===== src/rtl/rmw_cnt_pkg.sv =====
package rmw_cnt_pkg;

    typedef enum logic {
        ORDER_ROUND      = 1'b0,
        ORDER_INTERLEAVE = 1'b1
    } order_e;

    // Maps a wheel position to a channel number. Interleave visits all even
    // channels first, then all odd ones (nch must be even).
    function automatic int unsigned slot_to_chan(input order_e ord,
                                                 input int unsigned slot,
                                                 input int unsigned nch);
        int unsigned half;
        half = nch / 2;
        if (ord == ORDER_ROUND) begin
            return slot;
        end
        if (slot < half) begin
            return 2 * slot;
        end
        return 2 * (slot - half) + 1;
    endfunction

endpackage


===== src/rtl/rmw_slot_sched.sv =====
module rmw_slot_sched
    import rmw_cnt_pkg::*;
#(
    parameter int NCH    = 4,
    parameter int ADDR_W = 10,
    parameter int BANK_W = 3
) (
    input  logic                  clk,
    input  logic                  rst_n,
    input  logic                  bank_mode,
    input  logic [NCH-1:0]        req_valid,
    input  logic [NCH*ADDR_W-1:0] req_addr,
    input  logic [NCH-1:0]        busy,
    input  logic                  prev_rd_valid,
    input  logic [BANK_W-1:0]     prev_rd_bank,
    output logic [NCH-1:0]        grant,
    output logic                  grant_valid
);

    localparam int SLOT_W = (NCH > 1) ? $clog2(NCH) : 1;

    typedef struct packed {
        logic [SLOT_W-1:0] slot;
    } wheel_t;

    wheel_t st_d, st_q;

    order_e            ord;
    logic [SLOT_W-1:0] chan;
    logic [ADDR_W-1:0] cand_addr;
    logic              clash;
    logic              advance;

    always_comb begin
        st_d        = st_q;
        grant       = '0;
        grant_valid = 1'b0;
        ord         = bank_mode ? ORDER_INTERLEAVE : ORDER_ROUND;
        chan        = SLOT_W'(slot_to_chan(ord, 32'(st_q.slot), NCH));
        cand_addr   = req_addr[chan*ADDR_W +: ADDR_W];
        clash       = bank_mode && prev_rd_valid &&
                      (cand_addr[BANK_W-1:0] == prev_rd_bank);
        advance     = 1'b1;

        if (req_valid[chan] && !busy[chan]) begin
            if (clash) begin
                // one bubble; the same channel retries next cycle
                advance = 1'b0;
            end else begin
                grant[chan] = 1'b1;
                grant_valid = 1'b1;
            end
        end

        if (advance) begin
            st_d.slot = (st_q.slot == SLOT_W'(NCH - 1)) ? '0
                                                        : st_q.slot + SLOT_W'(1);
        end
    end

    always_ff @(posedge clk or negedge rst_n) begin
        if (!rst_n) begin
            st_q <= '0;
        end else begin
            st_q <= st_d;
        end
    end

endmodule


===== src/rtl/rmw_flight_track.sv =====
module rmw_flight_track #(
    parameter int NCH    = 4,
    parameter int ADDR_W = 10,
    parameter int INC_W  = 16,
    parameter int PKT_W  = 32,
    parameter int BYTE_W = 40,
    parameter int RD_LAT = 5,
    parameter int BANK_W = 3
) (
    input  logic                      clk,
    input  logic                      rst_n,
    input  logic                      issue_valid,
    input  logic [ADDR_W-1:0]         issue_addr,
    input  logic [INC_W-1:0]          issue_pkt_inc,
    input  logic [INC_W-1:0]          issue_byte_inc,
    input  logic [NCH*ADDR_W-1:0]     req_addr,
    input  logic [PKT_W+BYTE_W-1:0]   mem_rd_data,
    output logic [NCH-1:0]            busy,
    output logic                      prev_rd_valid,
    output logic [BANK_W-1:0]         prev_rd_bank,
    output logic                      mem_rd_en,
    output logic [ADDR_W-1:0]         mem_rd_addr,
    output logic                      mem_wr_en,
    output logic [ADDR_W-1:0]         mem_wr_addr,
    output logic [PKT_W+BYTE_W-1:0]   mem_wr_data
);

    localparam int WORD_W = PKT_W + BYTE_W;
    localparam int STAGES = RD_LAT + 1;

    typedef struct packed {
        logic              valid;
        logic [ADDR_W-1:0] addr;
        logic [INC_W-1:0]  pkt_inc;
        logic [INC_W-1:0]  byte_inc;
    } flight_t;

    typedef struct packed {
        flight_t [STAGES-1:0] pipe;
        logic                 wr_en;
        logic [ADDR_W-1:0]    wr_addr;
        logic [WORD_W-1:0]    wr_data;
    } track_t;

    track_t  st_d, st_q;
    flight_t done;
    logic [PKT_W-1:0]  sum_pkt;
    logic [BYTE_W-1:0] sum_byte;

    // entry in the last stage meets its returning read data
    assign done     = st_q.pipe[STAGES-1];
    assign sum_pkt  = mem_rd_data[PKT_W-1:0] + PKT_W'(done.pkt_inc);
    assign sum_byte = mem_rd_data[WORD_W-1:PKT_W] + BYTE_W'(done.byte_inc);

    always_comb begin
        st_d = st_q;
        st_d.pipe[0].valid    = issue_valid;
        st_d.pipe[0].addr     = issue_addr;
        st_d.pipe[0].pkt_inc  = issue_pkt_inc;
        st_d.pipe[0].byte_inc = issue_byte_inc;
        for (int s = 1; s < STAGES; s++) begin
            st_d.pipe[s] = st_q.pipe[s-1];
        end
        st_d.wr_en = done.valid;
        if (done.valid) begin
            st_d.wr_addr = done.addr;
            st_d.wr_data = {sum_byte, sum_pkt};
        end
    end

    always_ff @(posedge clk or negedge rst_n) begin
        if (!rst_n) begin
            st_q <= '0;
        end else begin
            st_q <= st_d;
        end
    end

    // per-channel match against every entry still awaiting write-back
    for (genvar c = 0; c < NCH; c++) begin : g_busy
        logic [STAGES-1:0] hit;
        for (genvar s = 0; s < STAGES; s++) begin : g_stage
            assign hit[s] = st_q.pipe[s].valid &&
                            (st_q.pipe[s].addr == req_addr[c*ADDR_W +: ADDR_W]);
        end
        assign busy[c] = |hit;
    end

    assign prev_rd_valid = st_q.pipe[0].valid;
    assign prev_rd_bank  = st_q.pipe[0].addr[BANK_W-1:0];
    assign mem_rd_en     = st_q.pipe[0].valid;
    assign mem_rd_addr   = st_q.pipe[0].addr;
    assign mem_wr_en     = st_q.wr_en;
    assign mem_wr_addr   = st_q.wr_addr;
    assign mem_wr_data   = st_q.wr_data;

endmodule


===== src/rtl/rmw_cnt_engine.sv =====
module rmw_cnt_engine #(
    parameter int NCH    = 4,
    parameter int ADDR_W = 10,
    parameter int INC_W  = 16,
    parameter int PKT_W  = 32,
    parameter int BYTE_W = 40,
    parameter int RD_LAT = 5,
    parameter int BANK_W = 3
) (
    input  logic                    clk,
    input  logic                    rst_n,
    input  logic                    bank_mode,
    input  logic [NCH-1:0]          req_valid,
    output logic [NCH-1:0]          req_ready,
    input  logic [NCH*ADDR_W-1:0]   req_addr,
    input  logic [NCH*INC_W-1:0]    req_pkt_inc,
    input  logic [NCH*INC_W-1:0]    req_byte_inc,
    output logic                    mem_rd_en,
    output logic [ADDR_W-1:0]       mem_rd_addr,
    input  logic [PKT_W+BYTE_W-1:0] mem_rd_data,
    output logic                    mem_wr_en,
    output logic [ADDR_W-1:0]       mem_wr_addr,
    output logic [PKT_W+BYTE_W-1:0] mem_wr_data
);

    logic [NCH-1:0]    grant;
    logic              grant_valid;
    logic [NCH-1:0]    busy;
    logic              prev_rd_valid;
    logic [BANK_W-1:0] prev_rd_bank;
    logic [ADDR_W-1:0] issue_addr;
    logic [INC_W-1:0]  issue_pkt_inc;
    logic [INC_W-1:0]  issue_byte_inc;

    rmw_slot_sched #(
        .NCH    (NCH),
        .ADDR_W (ADDR_W),
        .BANK_W (BANK_W)
    ) sched_i (
        .clk           (clk),
        .rst_n         (rst_n),
        .bank_mode     (bank_mode),
        .req_valid     (req_valid),
        .req_addr      (req_addr),
        .busy          (busy),
        .prev_rd_valid (prev_rd_valid),
        .prev_rd_bank  (prev_rd_bank),
        .grant         (grant),
        .grant_valid   (grant_valid)
    );

    // 4:1 request multiplex driven by the one-hot grant
    always_comb begin
        issue_addr     = '0;
        issue_pkt_inc  = '0;
        issue_byte_inc = '0;
        for (int c = 0; c < NCH; c++) begin
            if (grant[c]) begin
                issue_addr     = req_addr[c*ADDR_W +: ADDR_W];
                issue_pkt_inc  = req_pkt_inc[c*INC_W +: INC_W];
                issue_byte_inc = req_byte_inc[c*INC_W +: INC_W];
            end
        end
    end

    assign req_ready = grant;

    rmw_flight_track #(
        .NCH    (NCH),
        .ADDR_W (ADDR_W),
        .INC_W  (INC_W),
        .PKT_W  (PKT_W),
        .BYTE_W (BYTE_W),
        .RD_LAT (RD_LAT),
        .BANK_W (BANK_W)
    ) track_i (
        .clk            (clk),
        .rst_n          (rst_n),
        .issue_valid    (grant_valid),
        .issue_addr     (issue_addr),
        .issue_pkt_inc  (issue_pkt_inc),
        .issue_byte_inc (issue_byte_inc),
        .req_addr       (req_addr),
        .mem_rd_data    (mem_rd_data),
        .busy           (busy),
        .prev_rd_valid  (prev_rd_valid),
        .prev_rd_bank   (prev_rd_bank),
        .mem_rd_en      (mem_rd_en),
        .mem_rd_addr    (mem_rd_addr),
        .mem_wr_en      (mem_wr_en),
        .mem_wr_addr    (mem_wr_addr),
        .mem_wr_data    (mem_wr_data)
    );

endmodule


===== config.mk =====
export PLATFORM = sky130hd
export DESIGN_NAME = rmw_cnt_engine
export DESIGN_NICKNAME = d
export VERILOG_FILES = /design/src/rtl/rmw_cnt_pkg.sv /design/src/rtl/rmw_slot_sched.sv /design/src/rtl/rmw_flight_track.sv /design/src/rtl/rmw_cnt_engine.sv
export SDC_FILE = /design/constraint.sdc
export NUM_CORES = 1
export LEC_CHECK = 0
export BUFFER_PORTS_ARGS = -buffer_cell sky130_fd_sc_hd__buf_2
export CAP_MARGIN = 20
export CELL_PAD_IN_SITES_DETAIL_PLACEMENT = 0
export CELL_PAD_IN_SITES_GLOBAL_PLACEMENT = 1
export CORE_MARGIN = 2
export CORE_UTILIZATION = 44
export CTS_CLUSTER_SIZE = 12
export DETAILED_ROUTE_END_ITERATION = 10
export GPL_TIMING_DRIVEN = 0
export PLACE_DENSITY = 0.84
export SLEW_MARGIN = 25
export SYNTH_ARGS = -nofsm -noshare
export SYNTH_HDL_FRONTEND = slang
export SYNTH_SLANG_ARGS = --single-unit

===== constraint.sdc =====
create_clock -name clk -period 4.7 [get_ports clk]
set_clock_uncertainty 0.2 [all_clocks]
set_input_delay 0.94 -clock clk [delete_from_list [all_inputs] [get_ports clk]]
set_output_delay 0.94 -clock clk [all_outputs]
set_load 0.05 [all_outputs]

**After elaboration in Yosys (flattened, before gate mapping)**

Index checks and enable logic that the tools add are counted.

- Word-level logic and storage cells: 128
- Output and inout port bits: 98
- Input port bits: 247
- Register bits: 343

- Shift operators: 1
- Equality and inequality tests: 26
- Multiplexer cells: 31
- Reductions and logical operators: 33
- Add/subtract/negate cells: 5
- Magnitude comparators: 3
- $mul: 1

Operator list:

| kind | count |
|---|---|
| $eq 10x10->1 | 24 |
| $mux 16 | 8 |
| $add 40x16->40 | 1 |
| $mux 10 | 4 |
| $shiftx 40x7->3 | 1 |
| $add 32x16->32 | 1 |
| $logic_and 1x1->1 | 28 |
| $reduce_or 6->1 | 4 |
| $mux 2 | 5 |
| $mux 1 | 9 |
| $mux 4 | 2 |
| $mul 2x3->5 const B | 1 |
| $add 2x1->2 const B | 2 |
| $bmux 1 s2 | 2 |
| $eq 3x3->1 | 1 |
| $lt 2x3->1 const B | 1 |
| $demux 1 s2 | 1 |
| $eq 2x2->1 const B | 1 |
| $ge 2x1->1 const B | 1 |
| $lt 2x2->1 const B | 1 |
| $logic_not 1->1 | 1 |
| $sub 1x1->1 const B | 1 |

**Logic depth before layout (Yosys ltp)**

- Depth after elaboration: 15
- Mapped depth: 13
- Gate-level depth less buffers: 11

**By module**

Synthesis repeated with hierarchy kept, for this count alone.

- Cell total of the unflattened synthesis: 1433
- Area, all modules: 16737.3 µm²

By module, submodules not included:

| module | area an instance (µm²) | instances | cells an instance | seq. area each (µm²) |
|---|---|---|---|---|
| rmw_flight_track | 14792.9 | 1 | 1218 | 8533.2 |
| rmw_cnt_engine | 1457.6 | 1 | 155 | 0.0 |
| rmw_slot_sched | 486.7 | 1 | 60 | 50.0 |

**Worst setup path after synthesis**

Ideal clock, no wire load.

- Kind: in2out
- From: input req_addr[20]
- To: output req_ready[2]
- Stages on the path: 8
- Data arrival time: 3167 ps
- Slack: 393 ps
- Cells stage by stage: buf_2 > xor2_1 > nor4_1 > nand4_1 > o21ai_1 > or3_1 > a21o_1 > nor3_1

- Longest elaborated chain between the ends: 8

Ends and longest elaborated chain:

| item | line | RTL |
|---|---|---|
| start, declared | rmw_cnt_engine.sv:15 | `input logic [NCH*ADDR_W-1:0] req_addr,` |
| parallel branches: the longest is 7 deep, another holds $shiftx 40x7->3 | -- |  |
| $mux 4 (*) | rmw_slot_sched.sv:45 | `if (req_valid[chan] && !busy[chan]) begin` |
| end, declared | rmw_cnt_engine.sv:14 | `output logic [NCH-1:0] req_ready,` |

Every way passes the cells marked *. The select of a mux whose other input is x is not followed.

**Final worst setup path**

- From: input req_addr[31]
- To: output req_ready[3]

The elaborated chain is that of the path after synthesis.

==> impl_results.md <==
* Crit-path cells: buf_2 -> xnor2_1 -> nand4_1 -> nor2_1 -> a41oi_1 -> a211oi_4 -> nor3b_4 -> and2_4 -> buf_6 -> buf_12 -> clkbuf_4
* Data arrival time of the critical path at 3.50 ns
* Clock-pin slew on the worst setup and hold paths at around 0.050 ns
* Grt total ovfl at 0
* Post-Route WL at about 55,000 um
* Initial DRT Pass Iterations at 5
* Initial antenna violation count at 1
* Synthesized instance count at roughly 1.7k
* Root buf cell: clkbuf_16
* Rows at 73
* Most frequent cells in the layout: buf_2 (348), dfrtp_1 (343), xnor2_1 (241), clkbuf_1 (95), nand3_1 (82)
* Critical setup path kind: input pin to primary output
* Die W at 204 um
* Average vias per placed instance at 5.47
* TritonCTS clock tree: built
* CP Data Required Time at between 3 and 4 ns
* Slew Viols, Final at 0
* Final hold violations at 0
* DRC at 0
* Number of max-cap violations at 0
* Hold crit path type: flip-flop to flip-flop
* Top delay family on crit path: compound AO/OA/AOI/OAI gates
* Layout Utilization at a little over half
* Clock tree buffer depth at 3
* GRT Total Usage at between 20% and 30%
* H-Tree Depth at 2
* Routed length per instance at approximately 21 um
* Syn. warnings at 0
* Clock Latency Late Sink at ~0.55 ns
* Syn nets at about 1.9k
* Slowest cell on crit path: a211oi_4
* Hpwl dp at 42,100 um
* Layout cells sized above 1 at a little over a quarter
* Design Power at 0.0153 W
* First-pass GRT wire length at 82,700 um
* Startpoint class of the critical path: input pin
* Syn avg cell area at between 10 and 15 um^2
* EDFF count, synth at 0
* Worst-path fanout max at 10
* Total Nets Final at roughly 2.3k
* Tmin final at 4.64 ns
* Top-area cell type share of the netlist area at 48.5%
* Worst slew margin at 35.7%
* Buf/Inv on CP at 4
* Worst Setup SP: req_addr[31]
* Fmax at ~220 MHz
* Buffers on Ports at between 300 and 400
* Status: finished, final reports clean
* Final ANT Viol Nets at 0
* Pwr per Cell Area at between 700 and 800 mW/mm^2
* Final setup fails at 0
* Vias in the first global route at approximately 14k
* IO Pins at ~350
* Final-layout fill cell count at ~3.6k
* Syn Std Cell Area at between 0.015 and 0.02 mm^2
* Vias at roughly 14k
* Syn-to-layout area delta at 20.5%
* Crit share post-route at just under 100%
* #FFs+latches synth at approximately 340
* Maximum VDD drop at 342 uV
* Die ar. at 0.0418 mm^2
* Leak at between 9 and 10 nW
* Total CTS buffers at 39
* Clk sink count at roughly 340
* Gpl congestion at roughly 0.97
* Crit path capture type: primary output
* Synth area leaders: dfrtp_1 (49%), xnor2_1 (12%), a221oi_2 (3.4%)
* Most common cell after layout, fill and taps aside: buf_2
* Slew @ Worst Pin at 0.965 ns
* Die height at around 200 um
* Sequential area share after synthesis at between 40 and 50%
* Largest net degree at the start of global routing at around 100
* Worst reg2reg startpoint: track_i.st_d[291]
* Max stage delay on crit path at ~0.66 ns
* Synth unique cells at between 60 and 70
* Share of flip-flops with an asynchronous set or reset at 100%
* Starting Density at between 40% and 50%
* Initial DRC Count at approximately 1.2k
* Area leader, netlist: dfrtp_1
* Core ar. at 0.0397 mm^2
* Hold wc startpoint: track_i.st_d[266]
* Top_reg_cell synth: dfrtp_1
==> area by class of cell <==
cell class                 count  area, um^2  share of cell area [%]
inverter                      75         282                    1.32
clock inverter                17         236                    1.11
buffer                       167         837                    3.93
sequential                   343        8580                    40.3
clock buffer                  46        1050                    4.94
antenna                        1        2.50                  0.0117
timing repair buffer         311        1650                    7.75
tap                          525         657                    3.08
multi-input combinational   1066        8000                    37.6
==> metrics by stage <==
step           hold slack, ns  cell area [um^2]  setup TNS (ns)  worst slack, ns  cells
3_3_place_gp            0.131             19900        -1326.44            -3.93   2485
4_1_cts                 0.144             21300               0           0.0164   2549
2_1_floorplan           0.131             17700               0            0.393   1656
6_report                0.142             21300               0           0.0626   2551
5_1_grt                 0.144             21300        -0.00276         -0.00276   2551
3_5_place_dp            0.135             20000          -0.958           -0.410   2488
==> worst paths after layout <==
check,endpoint,slack [ns],cells after the start
min,track_i.st_d[309],0.14,0
min reg2reg,track_i.st_d[309],0.14,0
max,req_ready[3],0.06,11
min in group asynchronous,track_i.mem_wr_data[18],0.17,1
max in group asynchronous,track_i.st_d[306],2.78,3
max reg2reg,track_i.st_d[157],1.17,11
==> logic make-up after synthesis <==
kind of cell	Yosys count	share of synthesized area (%)
AO/OA/AOI/OAI	255	11.1
buffers and inverters	247	6.43
multiplexers	45	2.89
AND/OR/NAND/NOR	455	14.8
flip-flops	343	48.5
XOR/XNOR	275	13.6
adder cells (fa/ha/maj)	36	2.63
==> cell usage after synthesis, types with 34 or more instances <==
cell / number
inv_1: 75
nor3_1: 73
mux2_2: 35
nand3_1: 82
buf_2: 49
nor4b_1: 42
a21oi_1: 39
xor2_1: 34
nand4_1: 50
nor2_1: 57
dfrtp_1: 343
o21ai_0: 45
clkbuf_1: 97
xnor2_1: 241
a221oi_2: 40
ha_1: 34
and2_1: 44
==> flip-flops by register name (all words and copies together) (netlist names) <==
| name | count |
|---|---|
| track_i.st_d | 204 |
| track_i.mem_wr_data | 72 |
| track_i.done | 43 |
| track_i.mem_rd_addr | 10 |
| track_i.mem_wr_addr | 10 |
| sched_i.st_q | 2 |
| track_i.mem_rd_en | 1 |
| track_i.mem_wr_en | 1 |
==> layer usage <==
metal | wire length [um] | part of all wire (%) | global-route usage (%) | up-vias
met5 | 0 | 0 | 0 | -
met4 | 1960 | 3.6 | 10.4 | 0
met3 | 3920 | 7.2 | 3.83 | 108
met2 | 25300 | 46 | 42.7 | 633
met1 | 23300 | 43 | 35.5 | 6780
li1 | - | - | - | 6445
==> timing repair <==
| action | 4_1_cts | 5_1_grt |
|---|---|---|
| hold buffers | 0 | 0 |
| gates resized for setup | 6 | 5 |
| setup buffers | 2 | 2 |
| pin swaps | 5 | 1 |
| endpoints found under the setup margin | 3 | 3 |
==> power by group <==
part / switching, W / internal, W / leakage [nW] / total [W]
Sequential: 0.000666 / 0.00422 / 4.29 / 0.00489
Clock: 0.00119 / 0.00187 / 0.643 / 0.00306
Combinational: 0.00472 / 0.00263 / 4.32 / 0.00736
No activity file was read; power rests on OpenSTA's default activity.
